<file path="config.mk">
export PLATFORM = sky130hd
export DESIGN_NAME = sector_ecc_tracker
export DESIGN_NICKNAME = d
export VERILOG_FILES = /design/src/rtl/ecc_stat_pkg.sv /design/src/rtl/ecc_page_geometry.sv /design/src/rtl/ecc_status_bank.sv /design/src/rtl/ecc_page_summary.sv /design/src/rtl/sector_ecc_tracker.sv
export SDC_FILE = /design/constraint.sdc
export NUM_CORES = 1
export LEC_CHECK = 0
export BUFFER_PORTS_ARGS = -buffer_cell sky130_fd_sc_hd__clkbuf_2
export CORE_MARGIN = 4
export CORE_UTILIZATION = 60
export DETAILED_ROUTE_END_ITERATION = 8
export GPL_TIMING_DRIVEN = 1
export PLACE_DENSITY = 0.81
export SYNTH_ARGS = -nofsm -noshare
export SYNTH_HDL_FRONTEND = slang
export SYNTH_HIERARCHICAL = 1
export SYNTH_SLANG_ARGS = --single-unit
</file>
<file path="constraint.sdc">
create_clock -name clk -period 8.1 [get_ports clk]
set_input_delay 2.025 -clock clk [delete_from_list [all_inputs] [get_ports clk]]
set_output_delay 2.025 -clock clk [all_outputs]
set_load 0.05 [all_outputs]
</file>
<file path="src/rtl/ecc_stat_pkg.sv">
package ecc_stat_pkg;

    localparam int FIELD_W         = 8;
    localparam int FIELDS_PER_WORD = 4;
    localparam int WORD_W          = FIELD_W * FIELDS_PER_WORD;
    localparam int COUNT_W         = 5;
    localparam int BASE_PAGE_LOG2  = 10;   // page code 00 is a 1K page

    typedef enum logic [1:0] {
        OUT_CLEAN = 2'b00,
        OUT_FIXED = 2'b01,
        OUT_BAD_A = 2'b10,
        OUT_BAD_B = 2'b11
    } ecc_outcome_e;

    // packed MSB first: rsvd is bit 7, nerr bits 6:2, outcome bits 1:0
    typedef struct packed {
        logic               rsvd;
        logic [COUNT_W-1:0] nerr;
        ecc_outcome_e       outcome;
    } sector_field_t;

    function automatic logic is_fixed(ecc_outcome_e o);
        return o == OUT_FIXED;
    endfunction

    function automatic logic is_bad(ecc_outcome_e o);
        return o[1];
    endfunction

    function automatic sector_field_t make_field(ecc_outcome_e o, logic [COUNT_W-1:0] n);
        sector_field_t f;
        f = '0;
        if (o != OUT_CLEAN) begin
            f.nerr    = n;
            f.outcome = o;
        end
        return f;
    endfunction

endpackage

</file>
<file path="src/rtl/ecc_page_geometry.sv">
module ecc_page_geometry
    import ecc_stat_pkg::*;
#(
    parameter int SECT_LOG2 = 9,
    parameter int SCNT_W    = 5,
    parameter int WIDX_W    = 2
) (
    input  logic              clk,
    input  logic              rst,
    input  logic              page_start,
    input  logic [1:0]        page_code,
    output logic [SCNT_W-1:0] sector_count,
    output logic [WIDX_W:0]   live_words
);

    logic [1:0] code_q;

    always_ff @(posedge clk) begin
        if (rst)             code_q <= 2'b00;
        else if (page_start) code_q <= page_code;
    end

    always_comb begin
        sector_count = SCNT_W'(1) << (BASE_PAGE_LOG2 + int'(code_q) - SECT_LOG2);
        if (sector_count < SCNT_W'(FIELDS_PER_WORD))
            live_words = (WIDX_W+1)'(1);
        else
            live_words = (WIDX_W+1)'(sector_count >> 2);
    end

    assert_live_words_R4: assert property (@(posedge clk) disable iff (rst)
        $countones(live_words) == 1);

endmodule

</file>
<file path="src/rtl/ecc_status_bank.sv">
module ecc_status_bank
    import ecc_stat_pkg::*;
#(
    parameter int MAX_SECTORS = 16,
    parameter int SIDX_W      = 4,
    parameter int WORDS       = 4,
    parameter int WIDX_W      = 2
) (
    input  logic              clk,
    input  logic              rst,
    input  logic              clear,
    input  logic              wr_en,
    input  logic [SIDX_W-1:0] wr_idx,
    input  sector_field_t     wr_field,
    input  logic [WIDX_W-1:0] rd_idx,
    input  logic [WIDX_W:0]   live_words,
    output logic [WORD_W-1:0] rd_word
);

    sector_field_t     fields [MAX_SECTORS];
    logic [WORD_W-1:0] words  [WORDS];

    always_ff @(posedge clk) begin
        if (rst || clear) begin
            for (int i = 0; i < MAX_SECTORS; i++) fields[i] <= '0;
        end else if (wr_en) begin
            fields[wr_idx] <= wr_field;
        end
    end

    for (genvar g = 0; g < WORDS; g++) begin : g_word
        for (genvar b = 0; b < FIELDS_PER_WORD; b++) begin : g_byte
            assign words[g][FIELD_W*b +: FIELD_W] = fields[FIELDS_PER_WORD*g + b];
        end
    end

    always_comb begin
        if ({1'b0, rd_idx} < live_words) rd_word = words[rd_idx];
        else                             rd_word = '0;
    end

endmodule

</file>
<file path="src/rtl/ecc_page_summary.sv">
module ecc_page_summary
    import ecc_stat_pkg::*;
(
    input  logic               clk,
    input  logic               rst,
    input  logic               clear,
    input  logic               accept,
    input  ecc_outcome_e       outcome,
    input  logic [COUNT_W-1:0] nerr,
    input  logic               irq_clear,
    output logic               irq_flag,
    output logic [COUNT_W-1:0] max_fixed,
    output logic               any_bad
);

    always_ff @(posedge clk) begin
        if (rst) begin
            irq_flag <= 1'b0;
        end else if (accept && outcome != OUT_CLEAN) begin
            irq_flag <= 1'b1;
        end else if (irq_clear) begin
            irq_flag <= 1'b0;
        end
    end

    always_ff @(posedge clk) begin
        if (rst || clear) begin
            max_fixed <= '0;
            any_bad   <= 1'b0;
        end else if (accept) begin
            if (is_fixed(outcome) && nerr > max_fixed) max_fixed <= nerr;
            if (is_bad(outcome)) any_bad <= 1'b1;
        end
    end

    assert_irq_set_R6: assert property (@(posedge clk) disable iff (rst)
        (accept && outcome != OUT_CLEAN) |=> irq_flag);

    assert_irq_hold_R6: assert property (@(posedge clk) disable iff (rst)
        (irq_flag && !irq_clear) |=> irq_flag);

    assert_max_monotone_R7: assert property (@(posedge clk) disable iff (rst)
        !clear |=> max_fixed >= $past(max_fixed));

    assert_bad_sticky_R8: assert property (@(posedge clk) disable iff (rst)
        (any_bad && !clear) |=> any_bad);

    assert_page_clear_R9: assert property (@(posedge clk) disable iff (rst)
        clear |=> (max_fixed == '0 && !any_bad));

endmodule

</file>
<file path="src/rtl/sector_ecc_tracker.sv">
module sector_ecc_tracker
    import ecc_stat_pkg::*;
#(
    parameter int SECT_LOG2   = 9,
    localparam int MAX_SECTORS = 1 << (BASE_PAGE_LOG2 + 3 - SECT_LOG2),
    localparam int SIDX_W      = $clog2(MAX_SECTORS),
    localparam int SCNT_W      = SIDX_W + 1,
    localparam int WORDS       = MAX_SECTORS / FIELDS_PER_WORD,
    localparam int WIDX_W      = $clog2(WORDS)
) (
    input  logic               clk,
    input  logic               rst,
    input  logic               page_start,
    input  logic [1:0]         page_code,
    input  logic               res_valid,
    input  logic [SIDX_W-1:0]  res_sector,
    input  logic [1:0]         res_outcome,
    input  logic [COUNT_W-1:0] res_count,
    input  logic               irq_clear,
    input  logic [WIDX_W-1:0]  rd_word_idx,
    output logic [WORD_W-1:0]  rd_word,
    output logic [WIDX_W:0]    live_words,
    output logic               irq_flag,
    output logic [COUNT_W-1:0] max_correctable,
    output logic               page_uncorrectable
);

    logic [SCNT_W-1:0] sector_count;
    logic              accept;
    ecc_outcome_e      outcome;
    sector_field_t     new_field;

    assign outcome   = ecc_outcome_e'(res_outcome);
    assign accept    = res_valid && !page_start && ({1'b0, res_sector} < sector_count);
    assign new_field = make_field(outcome, res_count);

    ecc_page_geometry #(
        .SECT_LOG2 (SECT_LOG2),
        .SCNT_W    (SCNT_W),
        .WIDX_W    (WIDX_W)
    ) i_geometry (
        .clk          (clk),
        .rst          (rst),
        .page_start   (page_start),
        .page_code    (page_code),
        .sector_count (sector_count),
        .live_words   (live_words)
    );

    ecc_status_bank #(
        .MAX_SECTORS (MAX_SECTORS),
        .SIDX_W      (SIDX_W),
        .WORDS       (WORDS),
        .WIDX_W      (WIDX_W)
    ) i_bank (
        .clk        (clk),
        .rst        (rst),
        .clear      (page_start),
        .wr_en      (accept),
        .wr_idx     (res_sector),
        .wr_field   (new_field),
        .rd_idx     (rd_word_idx),
        .live_words (live_words),
        .rd_word    (rd_word)
    );

    ecc_page_summary i_summary (
        .clk       (clk),
        .rst       (rst),
        .clear     (page_start),
        .accept    (accept),
        .outcome   (outcome),
        .nerr      (res_count),
        .irq_clear (irq_clear),
        .irq_flag  (irq_flag),
        .max_fixed (max_correctable),
        .any_bad   (page_uncorrectable)
    );

    assert_ignored_no_irq_R5: assert property (@(posedge clk) disable iff (rst)
        (res_valid && !page_start && {1'b0, res_sector} >= sector_count && !irq_flag)
        |=> !irq_flag);

endmodule

</file>
# Yosys cells after proc, flatten, opt, wreduce, memory -nomap -nowiden
# Memory sizes are Yosys's and may differ from the RTL's.
# Index checks and enable logic that the tools add are counted.
# classes
bitwise_logic	1
muxes	16
shift	1
eq_ne	1
add_sub_neg	2
n_lt_le_gt_ge	5
reduce_logical	11
# op_table
op	n
32-bit 2-to-1 mux	3
32-bit binary-select mux with 2-bit select	1
1-bit by 32-bit left shift with 5-bit output, first input constant	1
32-bit by 5-bit subtractor with 32-bit output, second input constant	1
7-bit 2-to-1 mux	2
1-bit 2-to-1 mux	8
7-bit OR reduction	1
4-bit by 2-bit adder with 5-bit output, first input constant	1
5-bit greater-than comparator	1
4-bit by 5-bit < comparator with 1-bit output	1
5-bit by 3-bit < comparator with 1-bit output, second input constant	1
1-bit logical AND	4
4-bit 2-to-1 mux	1
2-bit AND reduction	2
2-bit nonzero test	2
3-bit >= comparator, second input constant	1
2-bit by 3-bit < comparator with 1-bit output	1
3-bit 2-to-1 mux	1
2-bit NOT with 3-bit output	1
2-bit by 1-bit equality test with 1-bit output, second input constant	1
1-bit zero test	1
1-bit logical OR	1
# totals
ramBits	112
out_inout_bits	42
inputBits	20
regBits	9
wordCells	42
mem_count	1
# memory_table
name	words	width	read_ports	rd_clocked_by_memory_dff	wr	line	rtl
i_bank.fields	16	7	16	0	16	ecc_status_bank.sv:20	sector_field_t fields [MAX_SECTORS];

# Depth between registers and ports, before layout
# depth
word_depth	10
depth_mapped	12
ltp_nobuf	9

# Hierarchy
# The synthesis kept the hierarchy.
# by_module_without_submodules
mod	seq_area_each_um2	area_per_inst_um2	cells_per_inst	instances
ecc_status_bank	3843.7	5849.4	417	1
ecc_page_summary	140.1	446.7	48	1
sector_ecc_tracker	0.0	137.6	23	1
ecc_page_geometry	40.0	117.6	15	1

# Least setup slack after synthesis
# Ideal clock, no wire load.
# synth_timing
path_type	input -> output
from	input rd_word_idx[0]
to	output rd_word[4]
setup_slack_ps	2236
arrival_ps	3839
stages	5
t_required_ps	6075
path_buffers	2
path_cell_list	buf_6 nand2b_1 a21o_1 clkbuf_1 a21boi_0
# synth_via
elab_chain_cells	5
elab_cells_between_ends	6
cone_classes	order compare (1); mux (4); bitwise (1)
# synth_rtl
element	line	rtl
start, declared	sector_ecc_tracker.sv:20	input logic [WIDX_W-1:0] rd_word_idx,
2-bit NOT with 3-bit output (implied by the code)	ecc_status_bank.sv:38	if ({1'b0, rd_idx} < live_words) rd_word = words[rd_idx];
32-bit binary-select mux with 2-bit select	ecc_status_bank.sv:38	
32-bit 2-to-1 mux (implied by the code) (2 in series)	ecc_status_bank.sv:38	
32-bit 2-to-1 mux (*)	ecc_status_bank.sv:38	
end, declared	sector_ecc_tracker.sv:21	output logic [WORD_W-1:0] rd_word,
# Mark *: on every way between the ends. The rest lies on a longest branch, timed or not. The select of a mux whose other input is x is not followed.

# Final worst setup path
# layout_timing
from	input rd_word_idx[1]
to	output rd_word[6]
# Same word-level chain as after synthesis.

==> out/results.ini <==
[routing]
drt_iter0_drc=847
drc=0
vias=4472
drt_wl_total_um=16560
ant_nets=0
first_pass_iters=6
wire_per_inst_um=23.09
vias_per_cell=6.237

[global_route]
grt_max_degree=37
antenna_found_initial=0
track_usage_pct=27.19
grt_pass1_wl_um=25140
gr-total-overflow=0
grt_pass1_vias=4411

[worst_setup_path]
crit_path_cell_trace=clkbuf_2 > ha_1 > a21o_1 > a21boi_0 > clkbuf_2
critPathKind=input pin to output pin
crit_path_frequent_cell=clkbuf_2
worstPathArrival_ns=4.46
crit_slowest_cell=a21o_1
critPathLaunchType=input pin
required_ns=6.08
path_buf_inv=2
end_kind=output pin
path_delay_family=compound AO/OA/AOI/OAI gates
cpPeakStageDelay_ns=0.78
cp_max_fo=33

[yosys]
synth_top_family_by_area=simple AND/OR/NAND/NOR gates
ys_types=41
synth_xor_xnor_area_share_pct=0
ys.flop_type=edfxtp_1
synthesis.area_mm2=0.006551
yosys.area_share.simple_pct=13.20
synth_adder_area_share_pct=1.719
synth_cells=503
async_reset_ff_share_pct=0
synth_edf_count=128
yosys_warnings=6
synth_compound_area_share_pct=7.659
ys_seq_elements=137
synth-seq-area-share_pct=61.42
synth_mux_area_share_pct=11.42
syn_avg_cell_area_um2=13.02

[power]
power.switching_uw=409.3
ir_drop_uv=179.0
power.internal_uw=1317
power.leakage_uw=0.002784
power_frac_comb_pct=9.8
p_total_uw=1726
pwr_density_cell_mw_per_mm2=229.9
seqPwrFrac_pct=46.8
clockPowerShare_pct=43.4
p_sw_share_pct=23.71

[sta]
setup_violations=0
tns_ns=0
tightestPinTransition_ns=1.232
rsz0062_at_grt=false
drv_slew=0
slew_headroom_pct=17.87
hold_violations=0
fin_skew_ns=0.006469
finalCriticalPeriod_ns=6.487
clock.fmax_mhz=154.1
period_share_pct=80.09

[clock_network]
cts_resized=0
cts_tree=yes
cts_max_path_buffers=2
cts_buffers=17
post_cts_buffers=0
clk_latency_ns=0.52
clkSlewWorstSetupHoldPaths_ns=0.06
root_buffer=clkbuf_8
cts-htree-levels=4
clkSinkCount=137
postCtsHoldBufs=0

[outcome]
run_status=finished clean

[floorplanning]
io_pins=62
fp-row-count=37
die_height_um=112.5
dieWidth_um=112.5
fp.coreArea_mm2=0.01046
initial_core_util_pct=62.62
dieArea_mm2=0.01266

[place]
hpwl_um=10560
io_buffers=61
placedCellCount=685
gp_congestion=0.8442

[layout]
layout.cells.most_common=nor2_1
layout_common_cells=nor2_1 (135), edfxtp_1 (128), clkbuf_2 (61), nand2_1 (35), mux4_2 (30)
nFillCells=703
layout.cells.non_filler=717
area_growth_pct=14.61
num_antenna_cells=0
drive_gt1_share_pct=25.30
nets=597

[job]
drv_cap=0

[hold_path]
hp-class=flip-flop to flip-flop

==> layout make-up <==
cell class / count / area [um2] / share of cell area (%)
flip-flops and latches: 137 / 4024 / 53.59
multi-input cells: 319 / 2246 / 29.91
repair buffers: 78 / 432.9 / 5.766
clock buffers: 19 / 421.7 / 5.616
well taps: 136 / 170.2 / 2.266
clock inverters: 13 / 153.9 / 2.050
inverters: 15 / 60.06 / 0.7999
==> stage by stage <==
stage	hold slack, ns	setup slack, ns	utilization, %	instance area (um2)
2_1_floorplan	0.5128	2.236	-	6563
3_3_place_gp	0.4552	1.742	66.26	6933
3_5_place_dp	0.4750	1.559	66.26	6933
4_1_cts	0.4848	1.546	71.77	7508
5_1_grt	0.4932	1.372	71.77	7508
6_report	0.4790	1.613	71.77	7508
==> flip-flops by register name, summed over array words and instances, names as in the netlist <==
name	count
i_summary/max_fixed	5
i_summary/any_bad	1
i_bank/fields	128
i_geometry/code_q	2
i_summary/irq_flag	1
==> layer usage <==
| metal | part of all wire (%) | vias to the layer above | track usage (%) |
|---|---|---|---|
| li1 | - | 1944 | - |
| met1 | 34 | 2114 | 35.05 |
| met2 | 48 | 362 | 43.94 |
| met3 | 14 | 52 | 7.008 |
| met4 | 4.1 | 0 | 11.86 |
| met5 | 0 | - | 0 |
==> power groups by stage <==
stage	logic, uW	clock network [uW]	registers [uW]
after floorplan	118	0	820
after global placement	162	0	819
after detailed placement	165	0	822
after CTS	167	755	807
after global routing	178	794	809
final	170	749	807
==> Yosys cell counts, types with 2 or more instances <==
library cell | count | area share (%)
buf_6 | 4 | 0.69
and2_1 | 2 | 0.19
clkbuf_2 | 2 | 0.15
nand2_1 | 35 | 2.0
buf_2 | 7 | 0.53
conb_1 | 2 | 0.11
buf_4 | 3 | 0.34
mux2i_1 | 2 | 0.31
inv_1 | 14 | 0.80
ha_1 | 9 | 1.7
mux4_1 | 2 | 0.80
o21ai_1 | 6 | 0.46
clkbuf_1 | 16 | 0.92
a21boi_0 | 18 | 2.1
edfxtp_1 | 128 | 59
dfxtp_1 | 9 | 2.8
o21ai_0 | 17 | 1.3
a21oi_1 | 5 | 0.38
a21boi_1 | 19 | 2.2
buf_12 | 3 | 0.92
nand3_1 | 5 | 0.38
nor2_1 | 135 | 7.7
nor2b_1 | 9 | 0.86
mux4_2 | 30 | 10
nand2b_1 | 5 | 0.48
==> tightest hold or removal path, cell delays in order (launching register included) <==
cell,delay (ns)
dfxtp_1,0.31
nand2b_1,0.07
a21oi_1,0.05
==> cells by family (layout without fill, tap and decap cells) <==
group / after synthesis / in the layout
AOI/OAI and AO/OA: 72 / 72
other: 2 / 5
muxes: 34 / 34
DFF: 137 / 137
adders and majority gates: 9 / 9
buffers and inverters: 50 / 125
and+or+nand+nor: 199 / 199
==> path summary, 6_finish.rpt <==
path / end / cells after the start / from / slack, ns
max: rd_word[6] / 5 / rd_word_idx[1] / 1.61
min reg2reg: i_summary/irq_flag / 2 / i_summary/irq_flag / 0.48
min: i_summary/irq_flag / 2 / i_summary/irq_flag / 0.48
max reg2reg: i_bank/fields[0][6] / 10 / i_geometry/code_q[1] / 4.15
Note: power is estimated with default switching activity, not from simulation.
